<file path="src/rtl/sem_mailbox_pkg.sv">
// Shared constants and types for the semaphore mailbox slave.
// Assumes a three-bit register address space common to both ports.
package sem_mailbox_pkg;
    localparam int ADDR_W = 3;

    localparam logic [ADDR_W-1:0] A_LOCK  = 3'd0;
    localparam logic [ADDR_W-1:0] A_OWNER = 3'd1;
    localparam logic [ADDR_W-1:0] A_MBOX  = 3'd2;
    localparam logic [ADDR_W-1:0] A_STAT  = 3'd3;
    localparam logic [ADDR_W-1:0] A_CSEL  = 3'd4;
    localparam logic [ADDR_W-1:0] A_CDATA = 3'd5;
    localparam logic [ADDR_W-1:0] A_INC   = 3'd6;

    typedef enum logic [1:0] {
        SQ_IDLE = 2'd0,
        SQ_SET  = 2'd1,
        SQ_ACK  = 2'd2
    } seq_state_e;
endpackage

</file>
<file path="src/rtl/sem_mailbox_seq.sv">
// Bus-side cycle sequencer. Accepts one request at a time; a plain access
// completes in one edge, a locked test-and-set takes a capture edge and a
// set edge. Asserts the lock from acceptance through the set phase.
// Assumes the master holds bus_req until bus_ack and then drops it.
module sem_mailbox_seq #(
    parameter int DATA_W = 16
) (
    input  logic              clk,
    input  logic              rst_n,
    input  logic              bus_req,
    input  logic              bus_rmw,
    input  logic [DATA_W-1:0] rd_val,
    input  logic              lock_bit,
    output logic              accept,
    output logic              set_phase,
    output logic              lock,
    output logic              bus_ack,
    output logic [DATA_W-1:0] bus_rdata
);
    import sem_mailbox_pkg::*;

    seq_state_e state_q;

    // Decode strobes from the current state.
    always_comb begin
        accept    = (state_q == SQ_IDLE) && bus_req;
        set_phase = (state_q == SQ_SET);
        lock      = (accept && bus_rmw) || set_phase;
        bus_ack   = (state_q == SQ_ACK);
    end

    // Advance the sequencer and capture the read value at acceptance.
    always_ff @(posedge clk) begin
        if (!rst_n) begin
            state_q   <= SQ_IDLE;
            bus_rdata <= '0;
        end else begin
            unique case (state_q)
                SQ_IDLE: if (bus_req) begin
                    bus_rdata <= bus_rmw ? {{(DATA_W-1){1'b0}}, lock_bit} : rd_val;
                    state_q   <= bus_rmw ? SQ_SET : SQ_ACK;
                end
                SQ_SET:  state_q <= SQ_ACK;
                default: state_q <= SQ_IDLE;
            endcase
        end
    end

    // the set phase is always followed by the acknowledge.
    p_set_then_ack_r2: assert property (@(posedge clk) disable iff (!rst_n)
        set_phase |=> bus_ack);

    // the acknowledge lasts exactly one cycle.
    p_ack_single_r4: assert property (@(posedge clk) disable iff (!rst_n)
        bus_ack |=> !bus_ack);
endmodule

</file>
<file path="src/rtl/sem_mailbox_cnt.sv">
// Bank of saturating receive tallies, one per board. One tally can be
// bumped per cycle; one can be read combinationally.
// Assumes inc_idx and rd_idx were already range-checked by the caller.
module sem_mailbox_cnt #(
    parameter int N_BOARDS = 21,
    parameter int CNT_W    = 16,
    parameter int IDX_W    = $clog2(N_BOARDS)
) (
    input  logic             clk,
    input  logic             rst_n,
    input  logic             inc_en,
    input  logic [IDX_W-1:0] inc_idx,
    input  logic [IDX_W-1:0] rd_idx,
    output logic [CNT_W-1:0] rd_cnt
);
    localparam logic [CNT_W-1:0] CNT_MAX = {CNT_W{1'b1}};

    logic [CNT_W-1:0] cnt_q [N_BOARDS];

    for (genvar i = 0; i < N_BOARDS; i++) begin : g_tally
        // Bump this tally when selected, holding at the maximum.
        always_ff @(posedge clk) begin
            if (!rst_n)
                cnt_q[i] <= '0;
            else if (inc_en && inc_idx == IDX_W'(i) && cnt_q[i] != CNT_MAX)
                cnt_q[i] <= cnt_q[i] + CNT_W'(1);
        end

        // a full tally never wraps.
        p_no_overflow_r7: assert property (@(posedge clk) disable iff (!rst_n)
            (cnt_q[i] == CNT_MAX) |=> (cnt_q[i] == CNT_MAX));

        // a tally only ever moves up by one.
        p_step_one_r6: assert property (@(posedge clk) disable iff (!rst_n)
            !$stable(cnt_q[i]) |-> (cnt_q[i] == $past(cnt_q[i]) + CNT_W'(1)));
    end

    // Select the tally named by rd_idx.
    always_comb begin
        rd_cnt = '0;
        for (int i = 0; i < N_BOARDS; i++)
            if (rd_idx == IDX_W'(i)) rd_cnt = cnt_q[i];
    end
endmodule

</file>
<file path="src/rtl/sem_mailbox.sv">
// Semaphore mailbox slave: lock word with locked test-and-set, guarded
// board-number register, mailbox with interrupt and acknowledge flag,
// protocol-error flag and per-board receive tallies.
// Assumes CNT_W <= DATA_W and N_BOARDS fits in DATA_W bits.
module sem_mailbox #(
    parameter int N_BOARDS = 21,
    parameter int DATA_W   = 16,
    parameter int CNT_W    = 16
) (
    input  logic                               clk,
    input  logic                               rst_n,
    input  logic                               bus_req,
    input  logic                               bus_rmw,
    input  logic                               bus_we,
    input  logic [sem_mailbox_pkg::ADDR_W-1:0] bus_addr,
    input  logic [DATA_W-1:0]                  bus_wdata,
    output logic                               bus_ack,
    output logic [DATA_W-1:0]                  bus_rdata,
    input  logic                               loc_req,
    input  logic                               loc_we,
    input  logic [sem_mailbox_pkg::ADDR_W-1:0] loc_addr,
    input  logic                               loc_wdata,
    output logic                               loc_ready,
    output logic [DATA_W-1:0]                  loc_rdata,
    output logic                               irq
);
    import sem_mailbox_pkg::*;

    localparam int               IDX_W = $clog2(N_BOARDS);
    localparam logic [DATA_W-1:0] N_LIM = DATA_W'(N_BOARDS);

    logic              lock_q, flag_q, err_q;
    logic [DATA_W-1:0] owner_q, mbox_q, csel_q;
    logic              accept, set_phase, lock;
    logic              bus_wr, loc_wr, inc_en;
    logic [DATA_W-1:0] bus_rd_val;
    logic [CNT_W-1:0]  rd_cnt;

    // Register read decode shared by both ports.
    function automatic logic [DATA_W-1:0] read_reg(input logic [ADDR_W-1:0] a);
        case (a)
            A_LOCK:  return {{(DATA_W-1){1'b0}}, lock_q};
            A_OWNER: return owner_q;
            A_MBOX:  return mbox_q;
            A_STAT:  return {{(DATA_W-2){1'b0}}, err_q, flag_q};
            A_CSEL:  return csel_q;
            A_CDATA: return (csel_q < N_LIM) ? DATA_W'(rd_cnt) : '0;
            default: return '0;
        endcase
    endfunction

    sem_mailbox_seq #(.DATA_W(DATA_W)) u_seq (
        .clk       (clk),
        .rst_n     (rst_n),
        .bus_req   (bus_req),
        .bus_rmw   (bus_rmw),
        .rd_val    (bus_rd_val),
        .lock_bit  (lock_q),
        .accept    (accept),
        .set_phase (set_phase),
        .lock      (lock),
        .bus_ack   (bus_ack),
        .bus_rdata (bus_rdata)
    );

    sem_mailbox_cnt #(.N_BOARDS(N_BOARDS), .CNT_W(CNT_W), .IDX_W(IDX_W)) u_cnt (
        .clk     (clk),
        .rst_n   (rst_n),
        .inc_en  (inc_en),
        .inc_idx (owner_q[IDX_W-1:0]),
        .rd_idx  (csel_q[IDX_W-1:0]),
        .rd_cnt  (rd_cnt)
    );

    // Port strobes, local stall and read data.
    always_comb begin
        bus_rd_val = read_reg(bus_addr);
        loc_rdata  = read_reg(loc_addr);
        loc_ready  = !lock;
        bus_wr     = accept && !bus_rmw && bus_we;
        loc_wr     = loc_req && loc_ready && loc_we;
        inc_en     = loc_wr && loc_addr == A_INC && owner_q < N_LIM;
        irq        = flag_q;
    end

    // Lock bit: set phase first, then bus writes, then local writes.
    always_ff @(posedge clk) begin
        if (!rst_n)                              lock_q <= 1'b0;
        else if (set_phase)                      lock_q <= 1'b1;
        else if (bus_wr && bus_addr == A_LOCK)   lock_q <= bus_wdata[0];
        else if (loc_wr && loc_addr == A_LOCK)   lock_q <= loc_wdata;
    end

    // Bus-written data registers: board number, mailbox, tally select.
    always_ff @(posedge clk) begin
        if (!rst_n) begin
            owner_q <= '0;
            mbox_q  <= '0;
            csel_q  <= '0;
        end else if (bus_wr) begin
            if (bus_addr == A_OWNER) owner_q <= bus_wdata;
            if (bus_addr == A_MBOX)  mbox_q  <= bus_wdata;
            if (bus_addr == A_CSEL)  csel_q  <= bus_wdata;
        end
    end

    // Acknowledge flag: set by a mailbox write, cleared by the local side.
    always_ff @(posedge clk) begin
        if (!rst_n)                              flag_q <= 1'b0;
        else if (bus_wr && bus_addr == A_MBOX)   flag_q <= 1'b1;
        else if (loc_wr && loc_addr == A_STAT)   flag_q <= 1'b0;
    end

    // Sticky protocol error: board number written without holding the lock.
    always_ff @(posedge clk) begin
        if (!rst_n)                                          err_q <= 1'b0;
        else if (bus_wr && bus_addr == A_OWNER && !lock_q)   err_q <= 1'b1;
    end

    // nothing moves the lock between the capture and set phases.
    p_lock_hold_r3: assert property (@(posedge clk) disable iff (!rst_n)
        (accept && bus_rmw) |=> $stable(lock_q));

    // the lock reads as taken right after the set phase.
    p_lock_taken_r2: assert property (@(posedge clk) disable iff (!rst_n)
        set_phase |=> lock_q);

    // the protocol-error flag never clears outside reset.
    p_err_sticky_r8: assert property (@(posedge clk) disable iff (!rst_n)
        err_q |=> err_q);

    // the interrupt holds until a local status write.
    p_irq_hold_r5: assert property (@(posedge clk) disable iff (!rst_n)
        (irq && !(loc_req && loc_we && loc_addr == A_STAT)) |=> irq);
endmodule

</file>
<file path="config.mk">
export PLATFORM = sky130hd
export DESIGN_NAME = sem_mailbox
export DESIGN_NICKNAME = d
export VERILOG_FILES = /design/src/rtl/sem_mailbox_pkg.sv /design/src/rtl/sem_mailbox_seq.sv /design/src/rtl/sem_mailbox_cnt.sv /design/src/rtl/sem_mailbox.sv
export SDC_FILE = /design/constraint.sdc
export NUM_CORES = 1
export LEC_CHECK = 0
export BUFFER_PORTS_ARGS = -buffer_cell sky130_fd_sc_hd__buf_2
export CORE_MARGIN = 2
export CORE_UTILIZATION = 43
export DETAILED_ROUTE_END_ITERATION = 7
export GPL_TIMING_DRIVEN = 0
export HOLD_SLACK_MARGIN = 0.12
export SLEW_MARGIN = 10
export SYNTH_ARGS = -nofsm -noshare
export SYNTH_HDL_FRONTEND = slang
export SYNTH_SLANG_ARGS = --single-unit
</file>
<file path="constraint.sdc">
create_clock -name clk -period 7.1 [get_ports clk]
set_input_delay 0.355 -clock clk [delete_from_list [all_inputs] [get_ports clk]]
set_output_delay 0.355 -clock clk [all_outputs]
set_load 0.01 [all_outputs]
</file>
After elaboration in Yosys (flattened, before gate mapping)

Memories as Yosys holds them, arrays and structs flattened.
Index checks and enable logic that the tools add are counted.

Add/subtract/negate cells: 21
Multiply operators: 0
Div/mod/pow operators: 0
$lt $le $gt $ge: 2
Equality and inequality tests: 75
Shift-type cells: 0
Multiplexer cells: 118
Bitwise operators: 21
Reductions and logical operators: 71

Operators with widths:

| operator                                                               | number |
|---|---|
| 16-bit 2-to-1 mux                                                      | 44 |
| 16-bit by 1-bit adder with 16-bit output (second input constant)       | 21 |
| 16-bit inequality test (second input constant)                         | 21 |
| 16-bit case mux with 6 select lines                                    | 2 |
| 5-bit by 4-bit equality test with 1-bit output (second input constant) | 16 |
| 1-bit 2-to-1 mux                                                       | 69 |
| 1-bit logical AND                                                      | 56 |
| 5-bit equality test (second input constant)                            | 10 |
| 5-bit by 3-bit equality test with 1-bit output (second input constant) | 8 |
| 16-bit by 5-bit < comparator with 1-bit output (second input constant) | 2 |
| 1-bit OR                                                               | 21 |
| 5-bit by 2-bit equality test with 1-bit output (second input constant) | 4 |
| 3-bit equality test (second input constant)                            | 5 |
| 3-bit by 2-bit equality test with 1-bit output (second input constant) | 4 |
| 5-bit by 1-bit equality test with 1-bit output (second input constant) | 2 |
| 5-bit logical NOT                                                      | 2 |
| 2-bit AND reduction                                                    | 4 |
| 3-bit by 1-bit equality test with 1-bit output (second input constant) | 2 |
| 3-bit logical NOT                                                      | 2 |
| 2-bit 2-to-1 mux                                                       | 2 |
| 2-bit case mux with 2 select lines                                     | 1 |
| 1-bit logical NOT                                                      | 3 |
| 3-bit nonzero test                                                     | 1 |
| 2-bit by 1-bit equality test with 1-bit output (second input constant) | 1 |
| 5 further kinds                                                        | 5 |

Flip-flop bits (word level): 69
Bits in latches: 0
Bits in writable memories: 336
Bits in read-only memories: 0
Input bits: 30
Output and inout bits: 35
Logic and storage cells: 317
Memories: 1

Memories:

| memory      | words | width | read ports | clocked after Yosys merged registers in | write ports | line                  | text |
|---|---|---|---|---|---|---|---|
| u_cnt.cnt_q | 21    | 16    | 21         | 0                                       | 21          | sem_mailbox_cnt.sv:18 | `logic [CNT_W-1:0] cnt_q [N_BOARDS];` |

Longest topological paths before layout

Depth in word-level cells: 25
Gate-level depth with buffers: 12

Modules after synthesis

Synthesis repeated with hierarchy kept, for this count alone.

Cells, all modules: 2579
Area total of the unflattened synthesis: 25142.9 um2

By module, submodules not included:

| module          | instances | cells each | area an instance (um2) | seq. area each (um2) |
|---|---|---|---|---|
| sem_mailbox_cnt | 1         | 2165       | 21425.5                | 10089.7 |
| sem_mailbox     | 1         | 331        | 2912.8                 | 1021.0 |
| sem_mailbox_seq | 1         | 83         | 804.5                  | 360.3 |

Worst setup path after synthesis

Ideal clock, no wire load.

Path type: input to register
Start point: input port loc_addr[1] in the netlist's numbering
End point: memory u_cnt.cnt_q[16][0] (netlist: u_cnt.cnt_q[2][0]), enable pin
Setup time: 0.411 ns
Arrival time: 2.738 ns
Setup slack: 3.951 ns
Stages: 9
Buffers on the path: 3
Cells stage by stage: buf_6 -> and2b_1 -> buf_6 -> nand2_1 -> a2111oi_2 -> and2b_1 -> buf_6 -> nand2b_1 -> o21ai_0

RTL lines:

| item        | line                  | text |
|---|---|---|
| from (decl) | sem_mailbox.sv:21     | `input logic [sem_mailbox_pkg::ADDR_W-1:0] loc_addr,` |
| to (decl)   | sem_mailbox_cnt.sv:18 |  |

Final worst setup path

Start point: register csel_q[0]
End point: output port loc_rdata[4]

Cells in the longest elaborated chain, start to end: 24
Elaborated cells on any way between the ends: 45

Ends and longest elaborated chain:

| item                                  | line                  | text |
|---|---|---|
| from (decl)                           | sem_mailbox.sv:33     | `logic [DATA_W-1:0] owner_q, mbox_q, csel_q;` |
| from (signal assigned)                | sem_mailbox.sv:103    | `if (bus_addr == A_CSEL) csel_q <= bus_wdata;` |
| 5-bit logical NOT                     | sem_mailbox_cnt.sv:42 | `if (rd_idx == IDX_W'(i)) rd_cnt = cnt_q[i];` |
| 16-bit 2-to-1 mux (21 in a row)       | sem_mailbox_cnt.sv:42 |  |
| 16-bit 2-to-1 mux *                   | sem_mailbox.sv:47     | `A_CDATA: return (csel_q < N_LIM) ? DATA_W'(rd_cnt) : '0;` |
| 16-bit case mux with 6 select lines * | sem_mailbox.sv:41     | `case (a)` |
| to (decl)                             | sem_mailbox.sv:24     | `output logic [DATA_W-1:0] loc_rdata,` |

Mark *: on every way between the ends. The rest lies on a longest branch, timed or not.

==> results summary <==
The cell count after synthesis came out at 2,639. The post-synth net total is 2,690. The layout cell share with drive strength beyond 1 came out at 0.117. The fraction of registers with async set or reset after synthesis came out at 0.

The peak ir drop on the vdd network is 0.178 mV. The cell with the most instances after synthesis is nor2_1. The cell count of the worst reg-to-reg path is 9. The flow ran to the end, and the final reports show no timing, DRC or antenna violations.

The post-route antenna net violation count came out at 0. The number of hold-slack violations in the final timing report came out at 0. The maximum clock rate is 182 MHz. The number of global-route vias before repair is 20.5k. After the first detailed-routing iteration, the DRC count stood at 2,468. The mean post-synth cell area came out at 9.51 µm². The worst slew margin relative to its limit came out at 0.146. The startpoint-to-endpoint class of the critical path is reg2out. The initial antenna violation count is 5. Input and output buffers added on the ports amount to 61. The worst hold path was traced through 3 stages. STA classifies the critical path startpoint as a flip-flop.

The final number of setup-violating endpoints came out at 0. The clock tree synthesis step divided the H-tree into 2 levels. The worst path required time is 6.74 ns. Row generation in the floorplan step produced 88 rows. The clock net sink count is 405. The worst setup path is captured at an output pin. The uppermost signal routing layer after detailed routing is met5. The relative area change from synthesis to final layout came out at 12.2%.

The first detailed-routing pass ran for 8 iterations. Detailed placement ended at an HPWL of 70.8 mm. The mean routed wirelength per cell came out at 26.1 µm. The number of setup buffers added after CTS is 0.

Sorting the synthesized cells by how often they occur yields nor2_1, edfxtp_1, nand2_1. The floorplan step defined a die boundary enclosing 60,300 µm². The total of hold buffers inserted after clock tree synthesis came out at 17. The number of synthesized flops with an enable pin came out at 336. The post-detailed-route via-to-cell ratio came out at 6.13. Dividing the final minimum period by the clock period gives 0.776.

The count of different cell masters after synthesis is 83. The wire length on met3 came out at 8.03 mm. The share of Yosys cell area claimed by the top area cell type is 0.402. Wire segments on met2 add up to 41.4 mm in the final route.

The number of buffers between clock root and the deepest sink came out at 3. Entering global routing, the biggest net connects 17 pins. The global-route usage over all layers is 0.304. The proportion of synthesized chip area in sequential cells came out at 0.457. Pin placement for this block handled 65 I/O pins. During synthesis, Yosys emitted a total of 0 warnings. The placeable core region is 57,700 µm². The last weighted congestion value of the routability-driven placer came out at 1.02. Post-CTS repair changed the size of 0 cells. The max-slew violation total from the final report came out at 0. The arrival time reported for the critical path endpoint is 5.15 ns.

The clock period minus worst slack came out at 5.51 ns. The total overflow left after global routing is 0. After clock tree synthesis, the clock-pin slew on the worst setup and hold paths is 0.06 ns. The root buffer cell chosen for the clock tree is clkbuf_16. TritonCTS built the clock tree. The standby leakage power is 9.14 nW. Across the run, the number of max-cap violations was 0.

The later-pin clock latency in the skew report came out at 0.59 ns. The initial standard-cell utilization of the core is 0.435. In the routed design, unresolved DRC markers number 0. The first global-routing pass estimated 136 mm of wire.

The min-delay analysis places its worst path in the category in2reg. After detailed routing, the wire length on met1 is 39.0 mm. The post-route setup TNS is 0 ns. For this design the ratio of total power to cell area is 196 nW/µm².

The combined area of all synthesized cells came out at 25,100 µm². The die is 246 µm wide. The y dimension of the die came out at 246 µm. The synthesized design contains 405 register bits. The most used flip-flop cell after synthesis is edfxtp_1. Setup repair after global routing left no endpoint under its margin. The total number of vias is 21.9k. The slew at the pin closest to its max-slew limit came out at 1.27 ns. The final wirelength is 93.2 mm. Yosys attributes the largest share of cell area to edfxtp_1, nor2_1, xor2_1.

The worst-case clock skew is 0.0156 ns. The instance area at placement came out at 26,500 µm². In this run the worst path has a maximum fanout of 10. The final layout contains 2,821 nets. The number of buffers inserted during clock tree synthesis is 48. Once layout is done, the placed cells without fillers occupy 28,200 µm².

Summed over all instances, the cell type with the most area after synthesis is edfxtp_1. The filler cell count came out at 5,509.
## final cells by class
| cell class | instances | area, µm² | share of cell area |
|---|---|---|---|
| multi-input combinational | 2037 | 12700 | 0.450 |
| sequential | 405 | 11500 | 0.407 |
| clock buffer | 64 | 1290 | 0.0459 |
| tap | 765 | 957 | 0.0340 |
| buffer | 141 | 802 | 0.0285 |
| timing repair buffer | 81 | 512 | 0.0182 |
| clock inverter | 25 | 233 | 0.00826 |
| inverter | 56 | 210 | 0.00747 |
| antenna | 1 | 2.50 | 0.0000889 |
## metrics by stage
step / util / total power [mW] / hold slack, ns / setup WS (ns) / instances
after detailed placement: 0.459 / 3.10 / 0.477 / 2.60 / 3468
after CTS: 0.488 / 5.54 / 0.165 / 1.99 / 3574
after global routing: 0.488 / 5.66 / 0.210 / 1.81 / 3575
final: 0.488 / 5.53 / 0.196 / 1.59 / 3575
after floorplan: - / 2.94 / 0.450 / 3.95 / 2639
after global placement: 0.457 / 3.09 / 0.474 / 2.43 / 3465
## worst paths after layout
path | start | end | slack (ns)
worst max register to register | csel_q[0] | u_seq.bus_rdata[4] | 2.73
worst min-delay path | bus_req | u_seq.state_q[1] | 0.20
worst min register to register | u_seq.bus_rdata[2] | u_seq.bus_rdata[2] | 0.48
worst max-delay path | csel_q[0] | loc_rdata[4] | 1.59
## routing by layer
metal | up-vias | global-route usage
met5 | - | 0
met4 | 2 | 0.142
met2 | 1153 | 0.473
li1 | 9772 | -
met1 | 10737 | 0.421
met3 | 254 | 0.0409
## sequential cells by signal, summed over array words and instances (netlist names)
| register | cells |
|---|---|
| u_cnt.cnt_q | 336 |
| u_seq.bus_rdata | 16 |
| err_q | 1 |
| u_seq.state_q | 2 |
| owner_q | 16 |
| csel_q | 16 |
| irq | 1 |
| lock_q | 1 |
| mbox_q | 16 |
## critical path: stages (launching register included)
cell	delay [ns]
dfxtp_1	0.33
buf_2	0.34
buf_2	0.45
clkbuf_1	0.76
clkbuf_1	0.90
o21ai_0	0.30
o21ai_0	0.34
nand4_1	0.30
a22oi_1	0.38
o21ai_0	0.25
buf_2	0.21
## kinds of logic (layout without fill, tap and decap cells)
group / after synthesis / count (layout) / share of synthesized area
fa+ha+maj: 21 / 21 / 0.0105
simple gates: 1237 / 1237 / 0.247
xor+xnor: 294 / 294 / 0.103
buf+inv: 197 / 367 / 0.0403
compound gates: 443 / 443 / 0.119
mux: 42 / 42 / 0.0235
flops: 405 / 405 / 0.457
other cells: 0 / 1 / 0
## cell usage in the layout (no fill, tap or decap), types with 15 or more instances in the layout
| cell type | count |
|---|---|
| a21boi_0 | 53 |
| inv_1 | 55 |
| nor2_2 | 16 |
| and3_1 | 63 |
| nor2_4 | 64 |
| mux2i_1 | 15 |
| dlygate4sd3_1 | 17 |
| a21oi_1 | 67 |
| nor2b_1 | 29 |
| and4_1 | 16 |
| o22ai_1 | 21 |
| a22oi_1 | 50 |
| o21ai_2 | 17 |
| clkbuf_1 | 94 |
| o21ai_0 | 88 |
| nor3_1 | 26 |
| mux2_2 | 15 |
| nor2_1 | 415 |
| edfxtp_1 | 336 |
| buf_2 | 99 |
| xor2_1 | 170 |
| xnor2_1 | 124 |
| nand2_1 | 266 |
| clkbuf_16 | 49 |
| nand3_1 | 194 |
| dfxtp_1 | 69 |
| nand4_1 | 62 |
| o211ai_1 | 17 |
| ha_1 | 21 |
## report_power, final
| group | internal (mW) | switching, mW | total [mW] | leakage [nW] |
|---|---|---|---|---|
| clock | 1.42 | 1.03 | 2.46 | 0.745 |
| sequential | 2.64 | 0.122 | 2.76 | 4.03 |
| combinational | 0.104 | 0.203 | 0.307 | 4.37 |
| total | 4.17 | 1.36 | 5.53 | 9.14 |
Note: power is estimated with default switching activity, not from simulation.
